$ cat src/rtl/amp_wd_pkg.sv
package amp_wd_pkg;
  // Output priority: disable override, then enable override, then timed state.
  function automatic logic gate_enable(input logic force_dis, input logic force_en,
                                       input logic running);
    if (force_dis) return 1'b0;
    if (force_en) return 1'b1;
    return running;
  endfunction
endpackage

$ cat src/rtl/axis_change_detect.sv
module axis_change_detect #(
  parameter int NUM_AXES = 3,
  parameter int POS_W    = 32
) (
  input  logic                      clk_i,
  input  logic                      rst_ni,
  input  logic                      strobe_i,
  input  logic [NUM_AXES*POS_W-1:0] dest_i,
  output logic                      moved_o
);
  localparam int BUS_W = NUM_AXES * POS_W;

  logic [NUM_AXES-1:0] diff;
  logic [BUS_W-1:0]    ref_q;

  for (genvar a = 0; a < NUM_AXES; a++) begin : g_axis
    assign diff[a] = dest_i[a*POS_W +: POS_W] != ref_q[a*POS_W +: POS_W];

    always_ff @(posedge clk_i or negedge rst_ni) begin
      if (!rst_ni) ref_q[a*POS_W +: POS_W] <= '0;
      else if (moved_o) ref_q[a*POS_W +: POS_W] <= dest_i[a*POS_W +: POS_W];
    end
  end

  assign moved_o = strobe_i && (|diff);

  assert_ref_latch_R2: assert property (@(posedge clk_i) disable iff (!rst_ni)
    moved_o |=> ref_q == $past(dest_i));
  assert_no_strobe_hold_R3: assert property (@(posedge clk_i) disable iff (!rst_ni)
    !strobe_i |=> $stable(ref_q));
endmodule

$ cat src/rtl/idle_timer.sv
module idle_timer #(
  parameter int IDLE_TICKS = 10000,
  parameter int CNT_W      = $clog2(IDLE_TICKS + 1)
) (
  input  logic clk_i,
  input  logic rst_ni,
  input  logic restart_i,
  input  logic tick_i,
  output logic running_o
);
  localparam logic [CNT_W-1:0] LIMIT = CNT_W'(IDLE_TICKS);

  logic [CNT_W-1:0] cnt_q;

  // Parked at LIMIT means expired / stopped.
  always_ff @(posedge clk_i or negedge rst_ni) begin
    if (!rst_ni) cnt_q <= LIMIT;
    else if (restart_i) cnt_q <= '0;
    else if (tick_i && cnt_q != LIMIT) cnt_q <= cnt_q + 1'b1;
  end

  assign running_o = cnt_q != LIMIT;

  assert_saturate_R9: assert property (@(posedge clk_i) disable iff (!rst_ni)
    cnt_q <= LIMIT);
  assert_restart_R6: assert property (@(posedge clk_i) disable iff (!rst_ni)
    restart_i |=> cnt_q == '0);
  assert_no_tick_hold_R5: assert property (@(posedge clk_i) disable iff (!rst_ni)
    (!restart_i && !tick_i) |=> $stable(cnt_q));
  assert_drop_on_tick_R5: assert property (@(posedge clk_i) disable iff (!rst_ni)
    $fell(running_o) |-> $past(tick_i));
endmodule

$ cat src/rtl/amp_enable_watchdog.sv
module amp_enable_watchdog
  import amp_wd_pkg::*;
#(
  parameter int NUM_AXES   = 3,
  parameter int POS_W      = 32,
  parameter int TICK_HZ    = 1000,
  parameter int IDLE_SEC   = 10,
  parameter int IDLE_TICKS = TICK_HZ * IDLE_SEC
) (
  input  logic                      clk_i,
  input  logic                      rst_ni,
  input  logic                      tick_i,
  input  logic                      strobe_i,
  input  logic [NUM_AXES*POS_W-1:0] dest_i,
  input  logic                      force_en_i,
  input  logic                      force_dis_i,
  output logic                      amp_en_o
);
  localparam int CNT_W = $clog2(IDLE_TICKS + 1);

  logic moved;
  logic running;

  axis_change_detect #(.NUM_AXES(NUM_AXES), .POS_W(POS_W)) u_detect (
    .clk_i   (clk_i),
    .rst_ni  (rst_ni),
    .strobe_i(strobe_i),
    .dest_i  (dest_i),
    .moved_o (moved)
  );

  idle_timer #(.IDLE_TICKS(IDLE_TICKS), .CNT_W(CNT_W)) u_timer (
    .clk_i    (clk_i),
    .rst_ni   (rst_ni),
    .restart_i(moved),
    .tick_i   (tick_i),
    .running_o(running)
  );

  assign amp_en_o = gate_enable(force_dis_i, force_en_i, running);

  assert_motion_en_R2: assert property (@(posedge clk_i) disable iff (!rst_ni)
    moved |=> (amp_en_o || force_dis_i));
  assert_dis_prio_R8: assert property (@(posedge clk_i) disable iff (!rst_ni)
    force_dis_i |-> !amp_en_o);
  assert_force_on_R7: assert property (@(posedge clk_i) disable iff (!rst_ni)
    (force_en_i && !force_dis_i) |-> amp_en_o);
endmodule

$ cat config.mk
export PLATFORM = sky130hd
export DESIGN_NAME = amp_enable_watchdog
export DESIGN_NICKNAME = d
export VERILOG_FILES = /design/src/rtl/amp_wd_pkg.sv /design/src/rtl/axis_change_detect.sv /design/src/rtl/idle_timer.sv /design/src/rtl/amp_enable_watchdog.sv
export SDC_FILE = /design/constraint.sdc
export NUM_CORES = 1
export LEC_CHECK = 0
export ABC_AREA = 1
export BUFFER_PORTS_ARGS = -buffer_cell sky130_fd_sc_hd__buf_2
export CORE_MARGIN = 2
export CORE_UTILIZATION = 62
export DETAILED_ROUTE_END_ITERATION = 7
export MAX_ROUTING_LAYER = met4
export PLACE_DENSITY = 0.86
export SETUP_SLACK_MARGIN = 0.3
export SLEW_MARGIN = 20
export SYNTH_ARGS = -nofsm -noshare
export SYNTH_HDL_FRONTEND = slang
export SYNTH_SLANG_ARGS = --single-unit
$ cat constraint.sdc
create_clock -name clk_i -period 2.44 [get_ports clk_i]
set_input_delay 0.488 -clock clk_i [delete_from_list [all_inputs] [get_ports clk_i]]
set_output_delay 0.488 -clock clk_i [all_outputs]
set_load 0.1 [all_outputs]
==> results of run 1 <==
-- final timing paths --
| path | from | to | cells after the start |
|---|---|---|---|
| max in group asynchronous | rst_ni | u_timer.cnt_q[4] | 2 |
| hold / removal | rst_ni | u_detect.ref_q[18] | 1 |
| setup reg to reg | u_timer.cnt_q[0] | u_timer.cnt_q[11] | 11 |
| setup / recovery | u_timer.cnt_q[0] | amp_en_o | 8 |
| min in group clk_i | dest_i[6] | u_detect.ref_q[6] | 3 |
| hold reg to reg | u_detect.ref_q[84] | u_detect.ref_q[84] | 2 |
-- power by group through the flow --
stage | registers, mW | logic, mW | clock network [mW]
after floorplan | 2.09 | 0.434 | 0
after global placement | 2.10 | 0.656 | 0
after detailed placement | 2.11 | 0.682 | 0
after CTS | 2.07 | 0.696 | 1.09
after global routing | 2.09 | 0.821 | 1.16
final | 2.08 | 0.701 | 1.07
-- timing repair --
action,CTS,global route
setup endpoints to repair,1,104
pin swaps,4,4
resized for setup,10,8
endpoints found under the hold margin,0,0
gates cloned,0,1
setup buffers,4,5
hold buffers,0,0
-- cell type report --
class,count,area share (%)
Multi-Input combinational cell,693,40.9
Sequential cell,110,37.6
Timing Repair Buffer,120,10.2
Inverter,121,6.24
Tap cell,133,2.27
Clock buffer,12,2.25
Clock inverter,4,0.375
Timing Repair inverter,1,0.102
Antenna cell,1,0.0341
-- flip-flops by register name, indices dropped and copies added (netlist names) --
signal          cells
u_timer.cnt_q      14
u_detect.ref_q     96
-- cells by family (layout without fill, tap and decap cells) --
| group | Yosys count | count (layout) | synth area share, % |
|---|---|---|---|
| fa+ha+maj | 2 | 2 | 0.396 |
| simple gates | 654 | 654 | 41.4 |
| compound gates | 5 | 5 | 0.475 |
| xor+xnor | 32 | 32 | 4.43 |
| buf+inv | 153 | 258 | 9.67 |
| other cells | 0 | 1 | 0 |
| flops | 110 | 110 | 43.6 |
-- Yosys cell counts, drive strengths merged --
library cell  number  area, sq um
nor4               1         6.26
dfrtp            105         2630
o21bai             1         7.51
buf               25          131
xor2              31          272
o21ai              3         15.0
nand2            384         1440
nand3b             1         7.51
clkinv             2         7.51
xnor2              1         8.76
dfstp              5          131
inv              119          447
nand4              4         25.0
nor3               5         25.0
nor2             152          571
nand3            107          541
a22oi              1         7.51
ha                 2         25.0
clkbuf             7         26.3
-- worst reg2reg max path, stage by stage, from the launching register on --
cell and delay [ns]:
dfrtp_1 0.41, inv_2 0.07, buf_4 0.13, buf_4 0.12, buf_4 0.12, nor3_1 0.23
nand4_1 0.16, nor2_1 0.30, nand3_1 0.12, nand2_1 0.08, nand2_1 0.06, nor2_1 0.08
-- through the flow --
step	utilization, %	instance area, sq um	hold slack (ns)	cells
6_report	74.7	7340	0.119	1195
5_1_grt	74.7	7340	0.160	1195
4_1_cts	74.0	7260	0.132	1188
3_5_place_dp	71.3	7000	0.478	1168
3_3_place_gp	71.3	7000	0.473	1168
2_1_floorplan	-	6320	0.192	956
-- per-layer routing --
layer / routed length (um) / up-vias / track usage [%]
li1: - / 3069 / -
met1: 6320 / 2736 / 35.0
met2: 6800 / 150 / 45.1
met3: 713 / 17 / 5.24
met4: 200 / 0 / 8.19
met5: 0 / - / -
-- layout by cell type (no fill, tap or decap), drive strengths merged --
| cell | Yosys | final |
|---|---|---|
| a22oi | 1 | 1 |
| buf | 25 | 120 |
| clkbuf | 7 | 12 |
| clkinv | 2 | 4 |
| clkinvlp | 0 | 2 |
| dfrtp | 105 | 105 |
| dfstp | 5 | 5 |
| diode | 0 | 1 |
| ha | 2 | 2 |
| inv | 119 | 120 |
| nand2 | 384 | 384 |
| nand3 | 107 | 107 |
| nand3b | 1 | 1 |
| nand4 | 4 | 4 |
| nor2 | 152 | 152 |
| nor3 | 5 | 5 |
| nor4 | 1 | 1 |
| o21ai | 3 | 3 |
| o21bai | 1 | 1 |
| xnor2 | 1 | 1 |
| xor2 | 31 | 31 |
==> run summary, run 1 <==
PwrDens: 524 mW/mm^2
Fill cells: 845
GRT Total Usage: 27.5%
Cells after Synth: 956
Synth Cell Area: 0.00632 sq mm
Crit path DAT: 1.73 ns
Net Sw Frac: 29.1%
PortBufs: 102
Initial core utilization: 64.4%
Die ar.: 0.0110 sq mm
Worst Skew: 0.0115 ns
CP endpoint kind: primary output
Fin crit period: 2.22 ns
Slowest CP cell: dfrtp_1
Synth Net Count: 1060
Post-route total power: 3.85 mW
Layout cell share with drive strength beyond 1: 14.3%
Max Freq: 0.451 GHz
Clock Power Share: 27.8%
Register area: 0.00276 sq mm
CP Data Required Time: 1.95 ns
Synth Area per Inst: 6.62 sq um
Multi-input gate area: 0.00300 sq mm
Die X-Extent: 105 um
Total negative setup slack: 0 ns
Vias/cell: 5.00
Worst VDD drop: 0.000440 V
Slew margin rel.: 58.5%
Die Y: 105 um
First DRT Iteration DRCs: 417
Ports: 103
Initial antenna violation count: 1
Gr ovfl total: 0
Yosys reg bits: 110
Netlist cell types: 23
Clk sinks: 110
Nets: 1160
Worst Setup Start Kind: flip-flop
Internal Power: 2.73 mW
Critical path, cell by cell: inv_2 > ha_4 > nand3_2 > nor3_2 > nand2_1 > o21bai_1 > inv_1 > buf_12
Clk root buf: clkbuf_8
Crit path kind: flip-flop to primary output
DR pass1 iterations: 5
CTS H-tree lvls: 3
Final WL: 14000 um
Pre-CTS setup slack: 0.204 ns
Site Rows: 36
P_sw: 1.12 mW
DP HPWL: 9690 um
Worst-skew pair later-pin latency: 0.37 ns
Placer Congestion: 0.861
Unrepaired setup endpoints after global routing: yes
Synth warn: 0
Final Max Tran Viols: 0
Max FO, Critical Path: 3
CP max stage delay: 0.43 ns
Worst hold path class: input pin to async pin
R2R setup slack: 0.50 ns
Register area share after synthesis: 43.6%
CP top delay family: flip-flops
Period utilisation layout: 90.8%
Measured slew at the worst slew-check pin: 0.623 ns
Routed len/inst: 11.7 um
Leak: 4.31 nW
Largest net degree at the start of global routing: 77
Core outline area: 0.00982 sq mm
Vias in the first global route: 5673
CTS tree: built
Maxcap violations: 0
Clk buf depth: 2
Post-detailed-route count of antenna-violating nets: 0
Combinational share of power: 18.2%
Critical path buffers and inverters: 3
Status: finished, final reports clean
First-pass GRT wire length: 24200 um
Crit path setup slack, layout: 0.224 ns
CTS clk-pin slew, worst paths: 0.10 ns
DRC viols: 0
P&R area growth vs syn: 16.0%
Sequential Power Share: 54.0%
Via Count: 5972
# setup viols final: 0
TritonCTS Buffers: 9
Final Hold Fails: 0
Power figures use the tool's default switching activity.
==> run 2: changes to the inputs <==
CTS_BUF_LIST = sky130_fd_sc_hd__clkbuf_16   (was default)
SETUP_SLACK_MARGIN = 0.15   (was 0.3)
==> run summary, run 2 (same netlist as run 1, synthesis figures left out) <==
Status: finished, final reports clean
Worst hold margin: 0.154 ns (+0.0359 ns)
Biggest register: u_detect.ref_q
Vias/cell: 4.95 (-0.91%)
Period utilisation layout: 88.9% (-1.9 points)
CP endpoint kind: primary output
Worst-skew pair later-pin latency: 0.34 ns (-0.03 ns)
Site Rows: 36 (unchanged)
CP top delay family: flip-flops
Initial antenna violation count: 1 (unchanged)
CTS tree: built
Worst Skew: 0.0126 ns (+0.00117 ns)
P&R area growth vs syn: 15.5%
Clk buf depth: 2 (unchanged)
Inst Count DP: 1168 (unchanged)
Crit path kind: flip-flop to primary output
Commonest non-fill, non-tap cell in the layout: nand2_1
Via Count: 5883 (-1.5%)
Worst Setup Start Kind: flip-flop
DR pass1 iterations: 5 (unchanged)
Crit path setup slack, layout: 0.270 ns (+0.0461 ns)
Critical path depth in cells: 8 (unchanged)
Gr ovfl total: 0 (unchanged)
Slowest CP cell: dfrtp_1
Placer Congestion: 0.861 (unchanged)
Core outline area: 0.00982 sq mm (unchanged)
PortBufs: 102 (unchanged)
Number of hold buffers added after cts: 0 (unchanged)
GRT Total Usage: 27.5% (about the same)
Die ar.: 0.0110 sq mm (unchanged)
Ports: 103 (unchanged)
Critical path buffers and inverters: 3 (unchanged)
Crit path DAT: 1.68 ns (-0.05 ns)
First-pass GRT wire length: 24300 um (+0.17%)
Initial core utilization: 64.4% (unchanged)
Largest register FFs: 96 (unchanged)
Final Max Tran Viols: 0 (unchanged)
Largest net degree at the start of global routing: 77 (unchanged)
CP Data Required Time: 1.95 ns (about the same)
Slew margin rel.: 51.4% (-7.1 points)
R2R depth: 10 (-1)
Critical path, cell by cell: inv_1 > ha_1 > nand3_1 > nor3_2 > nand2_1 > o21bai_1 > inv_1 > buf_8
First DRT Iteration DRCs: 386 (-7.4%)
Clk root buf: clkbuf_16
Max FO, Critical Path: 3 (unchanged)
Worst hold path class: input pin to async pin
CTS H-tree lvls: 3 (unchanged)
Fin crit period: 2.17 ns (-0.0461 ns)
Final WL: 13900 um (-0.98%)
Max Freq: 0.461 GHz (+2.1%)
# setup viols final: 0 (unchanged)
DRC viols: 0 (unchanged)
CTS clk-pin slew, worst paths: 0.07 ns (-0.03 ns)
Final Hold Fails: 0 (unchanged)
CP max stage delay: 0.40 ns (-0.03 ns)
Register area: 0.00276 sq mm (unchanged)
Post-detailed-route count of antenna-violating nets: 0 (unchanged)
Largest regs: u_detect.ref_q x96, u_timer.cnt_q x14
Vias in the first global route: 5685 (+0.21%)
Most Frequent Cell on Critical Path: inv_1
Multi-input gate area: 0.00297 sq mm (-1.0%)
Nets: 1153 (-0.60%)
Worst VDD drop: 0.000404 V (-8.3%)
Layout cell share with drive strength beyond 1: 12.8% (-1.5 points)
Die X-Extent: 105 um (unchanged)
Unrepaired setup endpoints after global routing: no
TritonCTS Buffers: 9 (unchanged)
Total negative setup slack: 0 ns (unchanged)
Maxcap violations: 0 (unchanged)
PwrDens: 560 mW/mm^2 (+6.8%)
Routed len/inst: 11.7 um (-0.40%)
Post-route total power: 4.09 mW (+6.4%)
Non-Filler Instances: 1188 (-0.59%)
Pre-CTS setup slack: 0.204 ns (unchanged)
Measured slew at the worst slew-check pin: 0.729 ns (+0.107 ns)
Leak: 4.31 nW (about the same)
DP HPWL: 9690 um (unchanged)
Most frequent cells in the layout: nand2_1 (383), nor2_1 (152), inv_1 (119)
Fill cells: 851 (+0.71%)
Die Y: 105 um (unchanged)
Clk sinks: 110 (unchanged)
[run 2: changes by cell type in the layout (fill, tap and decap cells not counted), sizes merged]
cell / before / now
inv: 120 / 121
clkinv: 4 / 7
clkinvlp: 2 / 0
clkbuf: 12 / 9
buf: 120 / 114
[run 2: worst paths after layout]
kind / start / to / slack, ns
min in group clk_i: dest_i[19] / u_detect.ref_q[19] / 0.40
hold / removal: rst_ni / u_detect.ref_q[18] / 0.15
setup / recovery: u_timer.cnt_q[0] / amp_en_o / 0.27
setup reg to reg: u_detect.ref_q[7] / u_detect.ref_q[26] / 0.39
hold reg to reg: u_detect.ref_q[6] / u_detect.ref_q[6] / 0.49
max in group asynchronous: rst_ni / u_timer.cnt_q[8] / 1.61
[run 2: through the flow]
stage	instance area (sq um)	utilization, %
detailed placement	7000	71.3
global route	7310	74.4
global placement	7000	71.3
finish	7310	74.4
floorplan	6320	-
CTS	7280	74.1
[run 2: power by group]
part	switching, mW	total [mW]	leakage (nW)	internal, mW
logic	0.397	0.684	2.83	0.287
clock network	0.645	1.33	0.132	0.687
registers	0.109	2.08	1.34	1.97
[run 2: worst register-to-register path, cell delays in order (launching register included)]
cell     delay, ns
dfrtp_1       0.40
xor2_1        0.17
nor2_1        0.13
nand2_1       0.08
nor2_1        0.10
nand2_1       0.10
nor2_1        0.19
nand3_4       0.12
buf_4         0.35
nand3_1       0.22
nand2_1       0.07
[run 2: cell type report]
type	instances	share of cell area, %
inverter	121	6.21
tap	133	2.28
antenna	1	0.0342
clock buffer	9	3.08
sequential	110	37.8
multi-input combinational	693	40.7
timing repair buffer	114	9.45
clock inverter	7	0.531
[run 2: repair_timing]
action / CTS / global route
pin swaps: 1 / 1
resized for setup: 1 / 3
endpoints found under the setup margin: 1 / 1
buffers inserted: 1 / 2
[run 2: layer usage]
layer / global-route usage, % / wire (um) / vias to the layer above
met5: - / 0 / -
met4: 6.00 / 129 / 0
met3: 5.99 / 686 / 12
met2: 45.1 / 6770 / 120
met1: 35.4 / 6310 / 2687
li1: - / - / 3064
==> run 3: changes to the inputs <==
CORE_MARGIN = default   (was 2)
==> run summary, run 3 (same netlist as run 1, synthesis figures left out) <==
Die ar.: 0.0106 sq mm (-3.8%)
Vias in the first global route: 5028 (-12%)
TritonCTS Buffers: 9 (unchanged)
Post-detailed-route count of antenna-violating nets: 0 (unchanged)
Total negative setup slack: 0 ns (unchanged)
CP top delay family: flip-flops
R2R depth: 12 (+2)
Critical path, cell by cell: inv_1 > ha_1 > nand3_1 > nor3_1 > nand2_1 > o21bai_1 > inv_1 > buf_6
Measured slew at the worst slew-check pin: 0.422 ns (-0.307 ns)
R2R setup slack: 0.48 ns (+0.09 ns)
DR pass1 iterations: 5 (unchanged)
CTS H-tree lvls: 3 (unchanged)
Biggest register: u_detect.ref_q
Most Frequent Cell on Critical Path: inv_1
Routed len/inst: 11.3 um (-3.6%)
Clk root buf: clkbuf_16
Post-layout util: 74.0% (-0.40 points)
DRC viols: 0 (unchanged)
Max FO, Critical Path: 3 (unchanged)
Critical Path Source: u_timer.cnt_q[0]
Layout cell share with drive strength beyond 1: 12.6% (-0.18 points)
CP endpoint kind: primary output
Reg2reg end: u_timer.cnt_q[8]
Gr ovfl total: 0 (unchanged)
Initial core utilization: 64.4% (unchanged)
PwrDens: 573 mW/mm^2 (+2.4%)
Largest regs: u_detect.ref_q x96, u_timer.cnt_q x14
Crit path kind: flip-flop to primary output
DP HPWL: 9010 um (-7.1%)
Final Max Tran Viols: 0 (unchanged)
Core outline area: 0.00982 sq mm (unchanged)
Largest net degree at the start of global routing: 68 (-12%)
Vias/cell: 4.90 (-0.96%)
CP Data Required Time: 1.95 ns (about the same)
Fill cells: 815 (-4.2%)
Most frequent cells in the layout: nand2_1 (383), nor2_1 (152), inv_1 (120)
Commonest non-fill, non-tap cell in the layout: nand2_1
Die X-Extent: 103 um (-1.9%)
Leak: 4.30 nW (-0.18%)
P&R area growth vs syn: 14.9%
Nets: 1152 (-0.087%)
CTS clk-pin slew, worst paths: 0.07 ns (about the same)
Critical path buffers and inverters: 3 (unchanged)
GRT Total Usage: 27.4% (-0.097 points)
Worst hold path class: input pin to async pin
Die Y: 103 um (-1.9%)
Worst Setup Start Kind: flip-flop
Final Hold Fails: 0 (unchanged)
Largest register FFs: 96 (unchanged)
Clk buf depth: 2 (unchanged)
Slowest CP cell: dfrtp_1
Crit path DAT: 1.68 ns (about the same)
Period utilisation layout: 89.0% (about the same)
CP max stage delay: 0.41 ns (about the same)
Crit path setup slack, layout: 0.269 ns (-0.00112 ns)
Worst Skew: 0.00693 ns (-0.00570 ns)
Ports: 103 (unchanged)
PortBufs: 102 (unchanged)
Placer Congestion: 0.796 (-7.5%)
Status: finished, final reports clean
Initial antenna violation count: 0 (-1)
Clk sinks: 110 (unchanged)
Slew margin rel.: 71.9% (+20 points)
Fin crit period: 2.17 ns (+0.00112 ns)
Worst-skew pair later-pin latency: 0.34 ns (about the same)
Number of diodes: 0 (-1)
First-pass GRT wire length: 22000 um (-9.6%)
Placed cell area: 0.00697 sq mm (-0.43%)
Unrepaired setup endpoints after global routing: no
Via Count: 5817 (-1.1%)
Final WL: 13400 um (-3.8%)
Post-layout instance area: 0.00727 sq mm (-0.53%)
Maxcap violations: 0 (unchanged)
Worst VDD drop: 0.000319 V (-21%)
Pre-CTS setup slack: 0.319 ns (+0.115 ns)
# setup viols final: 0 (unchanged)
First DRT Iteration DRCs: 324 (-16%)
Worst r2r src: u_detect.ref_q[54]
CTS tree: built
Site Rows: 36 (unchanged)
Post-route total power: 4.17 mW (+1.8%)
Max Freq: 0.461 GHz (about the same)
==> run 3: cell type report <==
class / instances / area [sq um] / area share, %
clock buffer: 9 / 225 / 3.10
clock inverter: 7 / 56.3 / 0.775
inverter: 121 / 454 / 6.25
multi-input combinational: 693 / 2970 / 40.8
sequential: 110 / 2760 / 38.0
tap: 133 / 166 / 2.29
timing repair buffer: 113 / 642 / 8.83
==> run 3: repair_timing <==
item | 4_1_cts | 5_1_grt
gates resized for setup | 1 | 1
buffers inserted | 1 | 0
pin swaps | 1 | 0
setup endpoints to repair | 1 | 1
hold buffers | 0 | 0
==> run 3: power breakdown <==
group          switching [mW]  internal [mW]
Sequential              0.106           1.97
Clock                   0.649          0.781
Combinational           0.385          0.278
Total                    1.14           3.03
==> run 3: worst max path at each step <==
stage | to | depth (start not counted)
final | amp_en_o | 8
after global routing | amp_en_o | 8
after CTS | amp_en_o | 8
after detailed placement | u_timer.cnt_q[8] | 13
after global placement | u_timer.cnt_q[10] | 12
after floorplan | amp_en_o | 7
==> run 3: per-layer routing <==
metal	global-route usage (%)	vias up	wire length, um
met2	44.3	135	6270
met1	35.2	2621	6120
li1	-	3048	-
met3	4.81	13	803
met4	8.88	0	169
met5	-	-	0
==> run 3: stage by stage <==
step           cells  hold slack [ns]
3_3_place_gp    1169            0.387
2_1_floorplan    956            0.192
4_1_cts         1186           0.0164
5_1_grt         1186           0.0277
3_5_place_dp    1169            0.389
6_report        1186           0.0156
==> run 3: worst reg2reg max path: stages, from the launching register on <==
cell	delay [ns]
dfrtp_1	0.40
nor2_1	0.11
nor2_1	0.05
nor2_1	0.10
nand2_1	0.06
nor2_1	0.17
nand2_1	0.09
nor2_1	0.20
nand3_4	0.12
nand2_4	0.12
buf_4	0.29
nand2_1	0.09
nor2_1	0.09
